### config.mk
export PLATFORM = sky130hd
export DESIGN_NAME = frame_sync_flywheel
export DESIGN_NICKNAME = d
export VERILOG_FILES = /design/src/rtl/frame_sync_flywheel.sv
export SDC_FILE = /design/constraint.sdc
export NUM_CORES = 1
export LEC_CHECK = 0
export BUFFER_PORTS_ARGS = -buffer_cell sky130_fd_sc_hd__buf_4
export CORE_UTILIZATION = 60
export DETAILED_ROUTE_END_ITERATION = 10
export PLACE_DENSITY = 0.85
export SETUP_SLACK_MARGIN = 0.02
export SYNTH_ARGS = -nofsm -noshare
export SYNTH_HDL_FRONTEND = slang
export SYNTH_SLANG_ARGS = --single-unit
### constraint.sdc
create_clock -name clk -period 4.7 [get_ports clk]
set_input_delay 0.705 -clock clk [delete_from_list [all_inputs] [get_ports clk]]
set_output_delay 0.705 -clock clk [all_outputs]
set_load 0.005 [all_outputs]
### src/rtl/frame_sync_flywheel.sv
module frame_sync_flywheel #(
  parameter int FRAME_BITS = 588,
  parameter int SYNC_BITS  = 23,
  parameter logic [SYNC_BITS-1:0] SYNC_PAT = 23'b00000000000_1_00000000000,
  parameter int SLACK      = 2,
  parameter int MISS_LIMIT = 8
) (
  input  logic clk,
  input  logic rst,
  input  logic bit_en,
  input  logic bit_in,
  output logic frame_stb,
  output logic stb_true,
  output logic sync_match,
  output logic locked
);
  localparam int CW   = $clog2(FRAME_BITS + SLACK + 2);
  localparam int MW   = $clog2(MISS_LIMIT + 1);
  localparam int HW   = $clog2(FRAME_BITS + 1);
  localparam logic [CW-1:0] D_LO   = CW'(FRAME_BITS - SLACK);
  localparam logic [CW-1:0] D_HI   = CW'(FRAME_BITS + SLACK);
  localparam logic [CW-1:0] D_MID  = CW'(FRAME_BITS);
  localparam logic [CW-1:0] D_MARK = CW'(SLACK);
  localparam logic [CW-1:0] D_REST = CW'(SLACK + 1);

  logic [SYNC_BITS-2:0] hist_q;
  logic [CW-1:0]        dist_q;
  logic                 have_q;
  logic [MW-1:0]        miss_q;
  logic [HW-1:0]        hold_q;

  wire [SYNC_BITS-1:0] window = {hist_q, bit_in};
  wire seen    = bit_en && (window == SYNC_PAT);
  wire in_gate = (dist_q >= D_LO) && (dist_q <= D_HI);
  wire take    = seen && (!have_q || !locked || in_gate);
  wire fill    = bit_en && have_q && !take && (dist_q == D_HI);
  wire mark    = bit_en && have_q && !take && (dist_q == D_MARK);
  wire hit     = seen && locked && have_q && (dist_q == D_MID);

  assign sync_match = (hold_q != '0);

  always_ff @(posedge clk) begin
    if (rst) begin
      hist_q    <= '0;
      dist_q    <= '0;
      have_q    <= 1'b0;
      miss_q    <= '0;
      hold_q    <= '0;
      locked    <= 1'b0;
      frame_stb <= 1'b0;
      stb_true  <= 1'b0;
    end else begin
      frame_stb <= mark || fill;
      stb_true  <= mark;
      if (bit_en) begin
        hist_q <= window[SYNC_BITS-2:0];
        if (take) begin
          dist_q <= CW'(1);
          have_q <= 1'b1;
          locked <= 1'b1;
          miss_q <= '0;
        end else if (fill) begin
          dist_q <= D_REST;
          if (locked) begin
            if (miss_q == MW'(MISS_LIMIT - 1)) begin
              locked <= 1'b0;
              miss_q <= '0;
            end else begin
              miss_q <= miss_q + 1'b1;
            end
          end
        end else if (have_q) begin
          dist_q <= dist_q + 1'b1;
        end
        if (hit)
          hold_q <= HW'(FRAME_BITS);
        else if (hold_q != '0)
          hold_q <= hold_q - 1'b1;
      end
    end
  end
endmodule

==> results.md, run 1 <==
- In this run the deepest clock path goes through 2 buffers.
- For the worst-skew pair, the clock arrives at the later sink with an insertion delay of approximately 0.31 ns.
- The analysis attributes to net switching a power of between 0.3 and 0.4 mW.
- The die covers roughly 0.0043 sq mm.
- After synthesis the cells add up to 0.00241 sq mm.
- The final RePlAce weighted congestion is 0.827.
- The global-route wire length before repair is approximately 7600 um.
- The total power per unit cell area is between 400 and 500 mW/mm^2.
- The total number of vias is between 1500 and 2000.
- For this run the aggregate overflow at the end of global routing stands at 0.
- The combinational fraction of design power is 22.5%.
- The number of nets handed over by synthesis was 271.
- Entering global routing, the biggest net connects 37 pins.
- The post-route netlist has between 10% and 20% of its cells at a drive strength greater than 1.
- Relative to the synthesized area, the layout overhead comes to 6.86%.
- The fraction of post-synthesis cell area in the top cell type by area is 41.6%.
- For this run, the top clock speed supported by timing is 393 MHz.
- The number of synthesized flops with an enable pin is 0.
- Max-cap violations in this run came to 0.
- The Yosys warning count is 0.
- The launching instance or port of the critical path is bit_en.
- In this run, synthesis produced a sequential element count of 50.
- After synthesis, the netlist uses just over 40 different library cells.
- The area inside the core boundary is 0.00374 sq mm.
- TritonCTS built the clock tree.
- The origin of the critical flop-to-flop path is dist_q[0].
- Row generation in the floorplan step produced 22 rows.
- The count of pins over their slew limit is 0.
- In this run, flip-flops and latches consume 47.1% of the power.
- The number of global-route vias before repair is ~1800.
- Setup repair after global routing left no endpoint under its margin.
- The sequential area share after synthesis is about two fifths.
- The number of setup buffers added after CTS is 0.
- Of the available clock period, the critical path in the final layout requires between 50 and 60%.
- For this design, the CTS-stage hold fixing added 0 buffers.
- The slew at the pin closest to its max-slew limit is between 0.9 and 1 ns.
- The count of pins on the block boundary is 8.
- The total negative slack for setup checks is 0 ns.
- The chip height is between 60 and 70 um.
- The number of antenna violations at the first check in global routing is 0.
- The average routed wire per standard cell is 13.9 um.
- The count of nets left with antenna violations once routing finished came out at 0.
- The CTS sink count is 50.
- The run finished with clean final reports.
- The peak ir drop on the vdd network is about 240 uV.
- The tightest min-delay check is of the reg -> reg type.
- For this configuration, the core starts out at a cell density of between 60% and 70%.
- The type of element launching the critical path is an input port.
- Of the total power, the share spent switching nets is slightly below 30%.
- The data arrival time of the critical path is around 2.7 ns.
- After synthesis, the mean cell area works out to between 9 and 10 sq um.
- The total count of hold-check failures in the final report is 0.
- Among all flip-flop cells after synthesis, the most frequent one is sky130_fd_sc_hd__dfxtp_1.
- The routed wire length is between 4000 and 5000 um.
- The total track usage is between 20% and 30%.
- The completed layout was analyzed and its total power is about 1.0 mW.
- The number of buffers created by CTS is 5.
- The count of antenna diodes in the layout is 0.
- The total DRC errors in the routed layout is 0.
- The post-cts repair resize count is 0.
- The number of buffer cells added on primary ports is 7.
- The die width is 65.3 um.
- The tree is rooted in a sky130_fd_sc_hd__clkbuf_8.
- The minimum setup slack among reg-to-reg paths is around 2.2 ns.
- Yosys attributes the largest share of cell area to sky130_fd_sc_hd__dfxtp_1 (42%), sky130_fd_sc_hd__mux2i_1 (12%), sky130_fd_sc_hd__nor2_1 (5.5%).
- The worst clock skew is between 0.01 and 0.015 ns.
- The clock network fraction of total power is 30.4%.
- Along the worst path, the maximum fanout reaches 30.
- The critical path ends at dist_q[7].
- The required time reported for the critical path endpoint is about 4.9 ns.
- The minimum clock period is 2.55 ns.
- The type of the setup path with the least slack is in -> reg.
- The number of optimization iterations in the first detailed-route pass is 4.
- Internal power comes to approximately 0.74 mW.
- The number of nets in the final layout is roughly 270.
- The worst reg2reg path endpoint is dist_q[1].
- Summed over all instances, the cell type with the most area after synthesis is sky130_fd_sc_hd__dfxtp_1.
- In the routed layout, each cell is associated on average with a via count of between 6 and 7.
- The detailed router finished its first iteration with 89 violations.
- The capturing element type of the critical path is a flop.
- The most numerous cell in the Yosys netlist is sky130_fd_sc_hd__dfxtp_1.
- The gate count of the mapped netlist is roughly 260.
- After clock tree synthesis, the clock-pin slew on the worst setup and hold paths is 0.09 ns.
- The commonest cells after synthesis are sky130_fd_sc_hd__dfxtp_1 (50), sky130_fd_sc_hd__nor2_1 (35), sky130_fd_sc_hd__mux2i_1 (30), sky130_fd_sc_hd__nand3_1 (18), sky130_fd_sc_hd__nand2_1 (13).
- The H-tree was split into 2 levels.
- Setup violations remaining at the end of the flow were counted as 0.
- The number of cells on the worst reg-to-reg path is 7.
- The max-slew headroom at the worst pin is 34.8%.
- The HPWL reported at the end of detailed placement is between 2000 and 3000 um.
- The static leakage is around 0.94 nW.
- For this run, asynchronously set or reset flops after synthesis account for 0%.
## power by group through the flow
| stage | sequential, mW | combinational [mW] | clock [mW] |
|---|---|---|---|
| after floorplan | 0.493 | 0.187 | 0 |
| after global placement | 0.500 | 0.225 | 0 |
| after detailed placement | 0.501 | 0.234 | 0 |
| after CTS | 0.491 | 0.235 | 0.324 |
| after global routing | 0.497 | 0.259 | 0.335 |
| final | 0.492 | 0.235 | 0.317 |
## critical path, cell delays in order
cell and delay, ns:
sky130_fd_sc_hd__buf_4 0.35, sky130_fd_sc_hd__nand2_1 0.49, sky130_fd_sc_hd__nor4_4 0.55, sky130_fd_sc_hd__nor2_1 0.34
sky130_fd_sc_hd__nand3b_1 0.19, sky130_fd_sc_hd__mux2i_1 0.09
## area by class of cell
cell class / count / area [sq um]
well taps: 48 / 60.1
clock buffers: 6 / 82.6
fillers: 321 / 1170
inverters: 6 / 22.5
flip-flops and latches: 50 / 1000
clock inverters: 2 / 38.8
repair buffers: 7 / 52.6
multi-input cells: 192 / 1310
## layout by cell type (no fill, tap or decap), drive strengths merged, types with 4 or more instances in the layout
cell / n
nand4: 8
dfxtp: 50
mux2i: 30
ha: 5
nor3: 9
a21oi: 16
buf: 7
inv: 7
nor2: 35
a31oi: 4
clkbuf: 6
nor4: 8
nand3: 18
xnor2: 5
nand2: 13
nand3b: 8
## worst min-delay path by stage
stage	start	endpoint	slack [ns]	depth (start not counted)
floorplan	dist_q[5]	dist_q[5]	0.46	2
global placement	dist_q[5]	dist_q[5]	0.47	2
CTS	hold_q[9]	hold_q[9]	0.50	2
global route	dist_q[5]	dist_q[5]	0.54	2
finish	hold_q[9]	hold_q[9]	0.50	2
detailed placement	hold_q[9]	hold_q[9]	0.49	2
## flip-flops by register name, indices dropped and copies added (netlist names)
name,count
frame_stb,1
stb_true,1
locked,1
dist_q,10
hold_q,10
miss_q,4
hist_q,22
have_q,1
## cells by family after synthesis
| group | count (synthesis) | share of synthesized area, % |
|---|---|---|
| simple gates | 117 | 27.0 |
| flops | 50 | 41.6 |
| compound gates | 32 | 9.57 |
| mux | 30 | 12.5 |
| buf+inv | 20 | 3.80 |
| xor+xnor | 8 | 2.91 |
| fa+ha+maj | 5 | 2.60 |
## through the flow
stage	utilization (%)	cell area (sq um)	hold slack, ns	worst slack (ns)	std cells
finish	68.7	2570	0.504	2.15	311
global route	68.7	2570	0.537	1.94	311
CTS	68.7	2570	0.503	2.18	311
detailed placement	65.4	2450	0.489	1.86	303
global placement	65.4	2450	0.474	1.88	303
floorplan	-	2410	0.460	2.73	262
## per-layer routing
metal | up-vias | share of wire, % | track usage, % | routed length [um]
li1 | 941 | - | - | -
met1 | 882 | 47 | 28.4 | 2010
met2 | 39 | 48 | 38.8 | 2060
met3 | 8 | 4.4 | 4.51 | 188
met4 | 0 | 1.2 | 7.34 | 51
met5 | - | 0 | 0 | 0
Note: power is estimated with default switching activity, not from simulation.
==> run 2, diff against run 1 <==
==> constraint.sdc (replaced) <==
create_clock -name clk -period 2.4 [get_ports clk]
set_input_delay 0.36 -clock clk [delete_from_list [all_inputs] [get_ports clk]]
set_output_delay 0.36 -clock clk [all_outputs]
set_load 0.005 [all_outputs]
==> results.md, run 2 (synthesis gave the netlist of run 1 again) <==
- The peak ir drop on the vdd network is 528 uV (+120%).
- The total number of vias was 1869 (-0.053%).
- The count of max-cap constraint violations came to 0 (unchanged).
- The clock period could shrink to between 2 and 2.5 ns.
- The total DRC errors in the routed layout is 0 (unchanged).
- The required time reported for the critical path endpoint is 2.63 ns (-2.26 ns).
- For this run, the top clock speed supported by timing is between 400 and 500 MHz.
- The class of the tightest hold or removal check is in -> reg.
- The effective utilization at floorplan is 64.3% (unchanged).
- The critical path ends at dist_q[5].
- The antenna violation net count after detailed routing is 0 (unchanged).
- The static leakage is 0.966 nW (+3.2%).
- The minimum setup slack among reg-to-reg paths came to 0.18 ns (-2.02 ns).
- The tree is rooted in a sky130_fd_sc_hd__clkbuf_8.
- The number of antenna violations at the first check in global routing came to 0 (unchanged).
- The top cell types in the final layout, fill and taps aside, are sky130_fd_sc_hd__dfxtp_1 (50), sky130_fd_sc_hd__nor2_1 (35), sky130_fd_sc_hd__mux2i_1 (30).
- The largest registers in the layout are hist_q: 22 flops, dist_q: 10 flops, hold_q: 10 flops.
- The CTS sink count is 50 (unchanged).
- The setup slack of the critical path after layout is 0.182 ns (-1.97 ns).
- The via density per instance is 5.91 (-1.6%).
- The largest register by flop count is hist_q.
- The combined flip-flop and latch cell area is 0.00100 sq mm (unchanged).
- The routed wire length came to 4330 um (+0.35%).
- The number of global-route vias before repair is 1695 (-4.2%).
- The commonest non-fill, non-tap cell in the layout is sky130_fd_sc_hd__dfxtp_1.
- The data arrival time of the critical path came to 2.45 ns (-0.29 ns).
- The number of buffers created by CTS came to 5 (unchanged).
- The number of nets in the final layout came to 276 (+1.8%).
- The count of pins on the block boundary is 8 (unchanged).
- The HPWL reported at the end of detailed placement is 2860 um (-0.30%).
- The chip height is 65.3 um (unchanged).
- Setup repair after global routing left no endpoint under its margin.
- The worst reg2reg path endpoint is dist_q[5].
- The total count of hold-check failures in the final report is 0 (unchanged).
- The number of setup buffers added after CTS is 0 (unchanged).
- The worst-path maximum fanout came to 21 (-30%).
- The count of pins over their slew limit is 0 (unchanged).
- The number of optimization iterations in the first detailed-route pass is 4 (unchanged).
- The post-cts repair resize count is 0 (unchanged).
- The max-slew headroom at the worst pin was 36.4% (+1.6 points).
- The global-route wire length before repair was 7530 um (-1.3%).
- The die width is 65.3 um (unchanged).
- The hold buffer count at CTS is 0 (unchanged).
- The area of combinational cells with multiple inputs is 0.00131 sq mm (unchanged).
- The worst setup path is of the reg -> reg kind.
- The area inside the core boundary was 0.00374 sq mm (unchanged).
- The worst setup path is captured at a flop.
- The average routed wire per standard cell is 13.7 um (-1.2%).
- The count of antenna diodes in the layout is 0 (unchanged).
- The buffer depth of the longest clock path is 2 (unchanged).
- The final RePlAce weighted congestion is 0.798 (-3.5%).
- The CTS clock-pin slew for the worst setup and hold paths came to 0.09 ns (about the same).
- The number of H-tree levels was 2 (unchanged).
- After layout, the worst path uses between 90 and 100% of the clock period.
- The slew at the pin closest to its max-slew limit is 0.951 ns (-0.0240 ns).
- The minimum setup slack after placement is 0.192 ns (-1.67 ns).
- The type of element launching the critical path is a flop.
- The worst clock skew is 0.0118 ns (+0.00173 ns).
- The setup violation total in the final timing report came to 0 (unchanged).
- The number of buffer cells added on primary ports is 7 (unchanged).
- The die area is 0.00427 sq mm (unchanged).
- The number of fillers in the final layout is 307 (-4.4%).
- The total power per unit cell area came to 789 mW/mm^2 (+94%).
- The number of flip-flops under the largest register name is 22 (unchanged).
- The site row count is 22 (unchanged).
- The total negative slack for setup checks is 0 ns (unchanged).
- The path depth of the worst reg2reg path is 8 (+1).
- The share of final-layout standard cells stronger than drive strength 1 was 11.9% (+1.7 points).
- The total global routing overflow is 0 (unchanged).
- The total track usage was 22.3% (-0.34 points).
- The clock insertion delay at the later pin of the skew report came to 0.31 ns (about the same).
- The run finished with clean final reports.
- TritonCTS built the clock tree.
- The startpoint identified for the worst register-to-register timing path is dist_q[0].
- Relative to the synthesized area, the layout overhead comes to 8.94%.
- The launching instance or port of the critical path is dist_q[0].
- The largest net degree at the start of global routing was 37 (unchanged).
- The initial DRC count is 133 (+49%).
run 2: cell types whose count changed in the layout (fill, tap and decap cells not counted), sizes merged:
| cell | before | now |
|---|---|---|
| buf | 7 | 12 |
run 2: routing by layer:
layer	global-route usage (%)	wire length (um)
met4	5.71	43
met5	0	0
met1	28.7	2190
met3	5.21	113
met2	37.4	1980
run 2: how the worst min path moves through the flow:
stage               startpoint        end  slack (ns)  cells past startpoint
floorplan            dist_q[5]  dist_q[5]        0.46                      2
global placement     dist_q[5]  dist_q[5]        0.47                      2
detailed placement   dist_q[5]  dist_q[5]        0.48                      2
CTS                     bit_in  hist_q[0]        0.32                      3
global route            bit_in  hist_q[0]        0.34                      3
finish                  bit_in  hist_q[0]        0.32                      3
run 2: per-stage QoR:
stage / util [%] / std cells / power (mW) / cell area (sq um) / hold WS [ns]
6_report: 70.0 / 316 / 2.07 / 2620 / 0.323
5_1_grt: 70.0 / 316 / 2.17 / 2620 / 0.341
2_1_floorplan: - / 262 / 1.33 / 2410 / 0.460
3_3_place_gp: 66.8 / 308 / 1.43 / 2500 / 0.470
4_1_cts: 70.0 / 316 / 2.08 / 2620 / 0.316
3_5_place_dp: 66.8 / 308 / 1.45 / 2500 / 0.482
run 2: cell type report:
type                       count  share of cell area [%]
inverter                       6                   0.859
tap                           48                    2.29
sequential                    50                    38.2
multi-input combinational    192                    50.1
clock inverter                 2                    1.48
timing repair buffer          12                    3.91
clock buffer                   6                    3.15
run 2: worst max-delay path, stage by stage (launching register included):
cell	delay [ns]
sky130_fd_sc_hd__dfxtp_1	0.42
sky130_fd_sc_hd__inv_1	0.11
sky130_fd_sc_hd__ha_1	0.21
sky130_fd_sc_hd__nor3_1	0.29
sky130_fd_sc_hd__nor4_4	0.10
sky130_fd_sc_hd__o211ai_4	0.52
sky130_fd_sc_hd__buf_12	0.22
sky130_fd_sc_hd__nand3_1	0.08
sky130_fd_sc_hd__mux2i_1	0.18
run 2: power by group:
group          leakage (nW)  internal (mW)  switching, mW
registers             0.404          0.898         0.0650
clock network        0.0618          0.343          0.288
logic                 0.500          0.221          0.255
